<file path="src/rtl/dgc_pkg.sv">
package dgc_pkg;

    // Action taken by the counter on a clock edge, in priority order.
    typedef enum logic [1:0] {
        ACT_CLEAR = 2'd0,
        ACT_STEP  = 2'd1,
        ACT_HOLD  = 2'd2
    } dgc_action_e;

endpackage

</file>
<file path="src/rtl/dgc_next.sv">
module dgc_next
    import dgc_pkg::*;
#(
    parameter int W = 4
) (
    input  logic         rst,
    input  logic         inc_en,
    input  logic [W-1:0] cur,
    output logic [W-1:0] nxt
);
    localparam logic [W-1:0] ONE  = {{(W-1){1'b0}}, 1'b1};
    localparam logic [W-1:0] ZERO = '0;

    dgc_action_e act;

    // Pick the action: reset first, then increment, otherwise hold.
    always_comb begin
        if (rst)         act = ACT_CLEAR;
        else if (inc_en) act = ACT_STEP;
        else             act = ACT_HOLD;
    end

    // Binary next-state value; wraps naturally at 2^W.
    always_comb begin
        unique case (act)
            ACT_CLEAR: nxt = ZERO;
            ACT_STEP:  nxt = cur + ONE;
            ACT_HOLD:  nxt = cur;
            default:   nxt = cur;
        endcase
    end
endmodule

</file>
<file path="src/rtl/dgc_gray_conv.sv">
module dgc_gray_conv #(
    parameter int W = 4
) (
    input  logic [W-1:0] bin,
    output logic [W-1:0] gray
);
    // Top bit passes through unchanged.
    assign gray[W-1] = bin[W-1];

    // Each lower bit is the XOR of two neighbouring binary bits.
    for (genvar i = 0; i < W - 1; i++) begin : g_xor
        assign gray[i] = bin[i] ^ bin[i+1];
    end
endmodule

</file>
<file path="src/rtl/dgc_reg.sv">
module dgc_reg #(
    parameter int W = 4
) (
    input  logic         clk,
    input  logic [W-1:0] d,
    output logic [W-1:0] q
);
    // Plain flip-flops; the clear is already folded into d.
    always_ff @(posedge clk) begin
        q <= d;
    end
endmodule

</file>
<file path="src/rtl/dual_gray_counter.sv">
module dual_gray_counter #(
    parameter int W = 4
) (
    input  logic         clk,
    input  logic         rst,
    input  logic         inc_en,
    output logic [W-1:0] bin_q,
    output logic [W-1:0] gray_q
);
    logic [W-1:0] bin_d;
    logic [W-1:0] gray_d;

    // Binary next state.
    dgc_next #(.W(W)) u_next (
        .rst    (rst),
        .inc_en (inc_en),
        .cur    (bin_q),
        .nxt    (bin_d)
    );

    // Gray code formed from the next state, not from the registered count.
    dgc_gray_conv #(.W(W)) u_conv (
        .bin  (bin_d),
        .gray (gray_d)
    );

    // Binary register.
    dgc_reg #(.W(W)) u_bin_reg (
        .clk (clk),
        .d   (bin_d),
        .q   (bin_q)
    );

    // Gray register, loaded on the same edge as the binary register.
    dgc_reg #(.W(W)) u_gray_reg (
        .clk (clk),
        .d   (gray_d),
        .q   (gray_q)
    );
endmodule

</file>
<file path="config.mk">
export PLATFORM = sky130hd
export DESIGN_NAME = dual_gray_counter
export DESIGN_NICKNAME = d
export VERILOG_FILES = /design/src/rtl/dgc_pkg.sv /design/src/rtl/dgc_next.sv /design/src/rtl/dgc_gray_conv.sv /design/src/rtl/dgc_reg.sv /design/src/rtl/dual_gray_counter.sv
export SDC_FILE = /design/constraint.sdc
export NUM_CORES = 1
export LEC_CHECK = 0
export BUFFER_PORTS_ARGS = -buffer_cell sky130_fd_sc_hd__buf_2
export CAP_MARGIN = 30
export CELL_PAD_IN_SITES_DETAIL_PLACEMENT = 0
export CELL_PAD_IN_SITES_GLOBAL_PLACEMENT = 1
export CORE_AREA = 4 4 41 43
export CTS_BUF_LIST = sky130_fd_sc_hd__clkbuf_8
export CTS_CLUSTER_DIAMETER = 120
export CTS_CLUSTER_SIZE = 8
export DETAILED_ROUTE_END_ITERATION = 10
export DIE_AREA = 0 0 45 47
export PLACE_DENSITY = 0.55
export SETUP_SLACK_MARGIN = 0.5
export SLEW_MARGIN = 25
export SYNTH_ARGS = -nofsm -noshare
export SYNTH_HDL_FRONTEND = slang
export SYNTH_SLANG_ARGS = --single-unit
</file>
<file path="constraint.sdc">
create_clock -name clk -period 1.91 [get_ports clk]
set_clock_uncertainty 0.2 [all_clocks]
set_input_delay 0.191 -clock clk [delete_from_list [all_inputs] [get_ports clk]]
set_output_delay 0.191 -clock clk [all_outputs]
set_load 0.05 [all_outputs]
</file>
# Word-level counts from Yosys, hierarchy flattened
# Cells that the tools add are included.
[word_totals]
inputBits = 3
elab_cells = 11
reg_bits = 8
[op_classes]
bitwise = 3
muxes = 3
n_eq_ne = 1
n_reduce_logical = 1
addsub = 1
[op_table]
columns = ["operator", "n"]
rows = [
  ["$pmux W4 S2", 1],
  ["$add A4 B1 Y4 const B", 1],
  ["$mux W2", 2],
  ["$xor A1 B1 Y1", 3],
  ["$eq A2 B1 Y1 const B", 1],
  ["$logic_not A2 Y1", 1],
]

# Logic depth before layout (Yosys ltp)
[logic_depth]
word_depth = 5
ltp_mapped = 5

# Cells and area by module
# From an unflattened synthesis, not the netlist that was laid out.
[hier_totals]
cells_unflattened = 24
area_unflattened_um2 = 292.8
[by_module_without_submodules]
columns = ["module", "area_each_um2", "instances", "cells_each"]
rows = [
  ["dgc_reg", 80.1, 2, 4],
  ["dgc_next", 98.8, 1, 12],
  ["dgc_gray_conv", 33.8, 1, 4],
]

# Worst setup path before layout
# Ideal clock, no wire load.
[synth_path]
kind = "flip-flop to flip-flop"
from = "register u_bin_reg.q[0]"
to = "register u_gray_reg.q[0]"
synth_period_minus_slack_ns = 1.728
stages_incl_launch_ff = 6
setup_ns = 0.066
arrival_time_ns = 1.463
setup_slack_ns = 0.182
path_buffers = 0
cell_sequence = "dfxtp_1 ha_1 nand2_1 o21ai_0 xor2_1 nor2_1"
[synth_between]
elab_chain_len = 3
[synth_rtl]
columns = ["element", "line_no", "text"]
rows = [
  ["start, declared", "dgc_reg.sv:6", "output logic [W-1:0] q"],
  ["start signal, assigned", "dgc_reg.sv:10", "q <= d;"],
  ["$add A4 B1 Y4", "dgc_next.sv:27", "ACT_STEP: nxt = cur + ONE;"],
  ["$pmux W4 S2 *", "dgc_next.sv:25", "unique case (act)"],
  ["$xor A1 B1 Y1 *", "dgc_gray_conv.sv:12", "assign gray[i] = bin[i] ^ bin[i+1];"],
  ["via gray_d[0]", "dual_gray_counter.sv:11", "logic [W-1:0] gray_d;"],
  ["end signal, assigned", "dgc_reg.sv:10", ""],
  ["end, declared", "dgc_reg.sv:6", ""],
]
# Mark *: on every way through the listed nets, which the timed path passes. The rest lies on a longest branch.

# Worst setup path after layout
[layout_path]
from = "register u_bin_reg.q[0]"
to = "register u_gray_reg.q[2]"
[layout_between]
elab_chain_len = 3
[layout_rtl]
columns = ["element", "line_no"]
rows = [
  ["$add A4 B1 Y4", "dgc_next.sv:27"],
  ["$pmux W4 S2", "dgc_next.sv:25"],
  ["$xor A1 B1 Y1", "dgc_gray_conv.sv:12"],
  ["via gray_d[2]", "dual_gray_counter.sv:11"],
]
# The timed path passes the listed nets, and every way through them passes these cells.

==> impl_metrics.csv <==
group,metric,value,unit
sta,tightestPinTransition,251,ps
die,die-width,45,µm
worst_hold_path,hp-class,"primary input to flip-flop",
cts,clock-sinks,7,
worst_setup_path,cp_max_fo,5,
cts,path_clk_slew,40,ps
worst_setup_path,critical-path-slowest-cell,"dfxtp_4",
die,core,1300,µm²
worst_setup_path,cp.arrival,1270,ps
worst_hold_path,worstHoldStart,"rst",
global_route,grt_max_degree,8,
sta,period_minus_slack,1350,ps
finish,insertedDiodeCount,0,
sta,final_max_slew_viol_count,0,
logic_synthesis,syn-num-nets,35,
die,die_h,47,µm
logic_synthesis,yosys_warnings,0,
pwr,power.leakage,0.213,nW
routing,drtIter0Drc,0,
logic_synthesis,synth_cells,31,
pwr,vdd_drop_max,0.298,mV
finish,layout-drive-gt1-share,0.522,
flow_run,cap_violations,0,
cts,cts_tree,"built",
global_route,overflow,0,
worst_setup_path,cp.required,1830,ps
cts,cts_root_buffer,"clkbuf_8",
worst_setup_path,endpoint_kind,"flip-flop",
die,dieArea,2120,µm²
routing,wl_per_cell,9.72,µm
die,num_rows,13,
logic_synthesis,syn_area_per_cell,9.61,µm²
routing,drc,0,
sta,timing.hold.ws,11.6,ps
placement,dpl_worst_slack,511,ps
finish,finish.utilization,0.348,
logic_synthesis,synth_area,298,µm²
sta,fmaxAchievable,741,MHz
worst_setup_path,path_delay_family,"compound AO/OA/AOI/OAI gates",
sta,tns,0,ps
sta,fin_crit_sh,0.706,
cts,cts_buffer_depth,2,
cts,htree_levels,1,
sta,max_slew_margin,0.834,
pwr,power_density,998,nW/µm²
finish,layout_commonest_cell,"buf_2",
placement,place_congestion,0.655,
finish,final_cell_area,453,µm²
logic_synthesis,ys_ff_latch,7,
global_route,track_usage,0.0690,
die,start_util,0.229,
worst_setup_path,r2r-start,"u_bin_reg.q[0]",
worst_setup_path,worstPathBufferInverterCount,0,
worst_setup_path,critPathMaxStageDelay,360,ps
finish,syn2layout_area_growth,52.1,%
status,status,"completed",
routing,vias_per_cell,4.26,
worst_setup_path,criticalPathCategory,"flip-flop to flip-flop",
logic_synthesis,yosys.cell_types.count,17,
finish,fin_nets,51,
placement,dp_hpwl,423,µm
finish,final_cell_mix,"buf_2 (10), xor2_1 (4), dfxtp_1 (4)",
placement,dpl_cell_area,368,µm²
cts,cts_inserted_buffers,3,
routing,antenna_left,0,
worst_setup_path,path_cells,"ha_4 > a21o_1 > a21boi_2 > o21a_1 > nor3_2",
routing,wirelength,593,µm
logic_synthesis,ys_seq_area_frac,0.471,
sta,hold_viol_final,0,
sta,setup_viol,0,
sta,rsz0062_at_grt,"false",
routing,vias,260,
cts,clk_latency,230,ps
global_route,grt_pass1_wl,910,µm
placement,portBuffers,10,
sta,fin_ws,561,ps
global_route,antenna_found_initial,0,
worst_setup_path,cp-start-kind,"flip-flop",
die,io_pins,11,
global_route,grt_pass1_vias,228,
routing,drt_pass1_iterations,1,
worst_setup_path,crit_start,"u_bin_reg.q[0]",
-- per-layer routing --
metal  global-route usage  routed length, µm  up-vias
li1                     -                  -      133
met1               0.0736                276      114
met2               0.0791                231       10
met3               0.0460                 60        3
met4               0.0877                 25        0
met5                    0                  0        -
-- where the power goes --
group	total, mW	leakage, nW	internal [mW]	switching, mW
Combinational	0.0796	0.127	0.0253	0.0543
Sequential	0.167	0.0590	0.157	0.00989
Clock	0.205	0.0269	0.139	0.0662
Total	0.452	0.213	0.321	0.130
-- per-stage QoR --
step | std cells | power [mW]
2_1_floorplan | 31 | 0.221
3_3_place_gp | 55 | 0.239
3_5_place_dp | 55 | 0.239
4_1_cts | 59 | 0.449
5_1_grt | 61 | 0.473
6_report | 61 | 0.452
-- flip-flops by register name, indices dropped and copies added (netlist names) --
register,flops
u_gray_reg.q,3
u_bin_reg.q,4
-- repair_timing --
| item | CTS | global route |
|---|---|---|
| hold buffers | 0 | 0 |
| buffers inserted | 0 | 2 |
| setup endpoints to repair | 0 | 2 |
| gates resized for setup | 0 | 5 |
-- path summary, 6_finish.rpt --
| path | to | slack [ps] | cells after the start |
|---|---|---|---|
| max | u_gray_reg.q[2] | 560 | 5 |
| max reg2reg | u_gray_reg.q[2] | 560 | 5 |
| min | u_bin_reg.q[0] | 10 | 2 |
| min reg2reg | u_bin_reg.q[0] | 360 | 2 |
-- synth_stat cells, drive strengths merged --
cell type | n | area [µm²]
a21boi | 1 | 7.51
a21o | 1 | 7.51
a21oi | 2 | 10.0
buf | 1 | 7.51
dfxtp | 7 | 140
ha | 1 | 12.5
nand2 | 3 | 11.3
nand2b | 1 | 6.26
nand4 | 1 | 6.26
nor2 | 4 | 17.5
nor3 | 2 | 15.0
o21a | 1 | 7.51
o21ai | 1 | 5.00
xnor2 | 1 | 8.76
xor2 | 4 | 35.0
-- layout make-up --
type                       count  area [µm²]
clock buffer                   3        41.3
clock inverter                 1        3.75
fill                         152         848
multi-input combinational     23         175
sequential                     7         149
tap                           15        18.8
timing repair buffer          12        65.1
-- kinds of logic after synthesis --
group	synth area share
and+or+nand+nor	0.189
adders and majority gates	0.0420
DFF	0.471
buffers and inverters	0.0252
xor gates and xnor gates	0.147
AOI/OAI and AO/OA	0.126
Note: power is estimated with default switching activity, not from simulation.
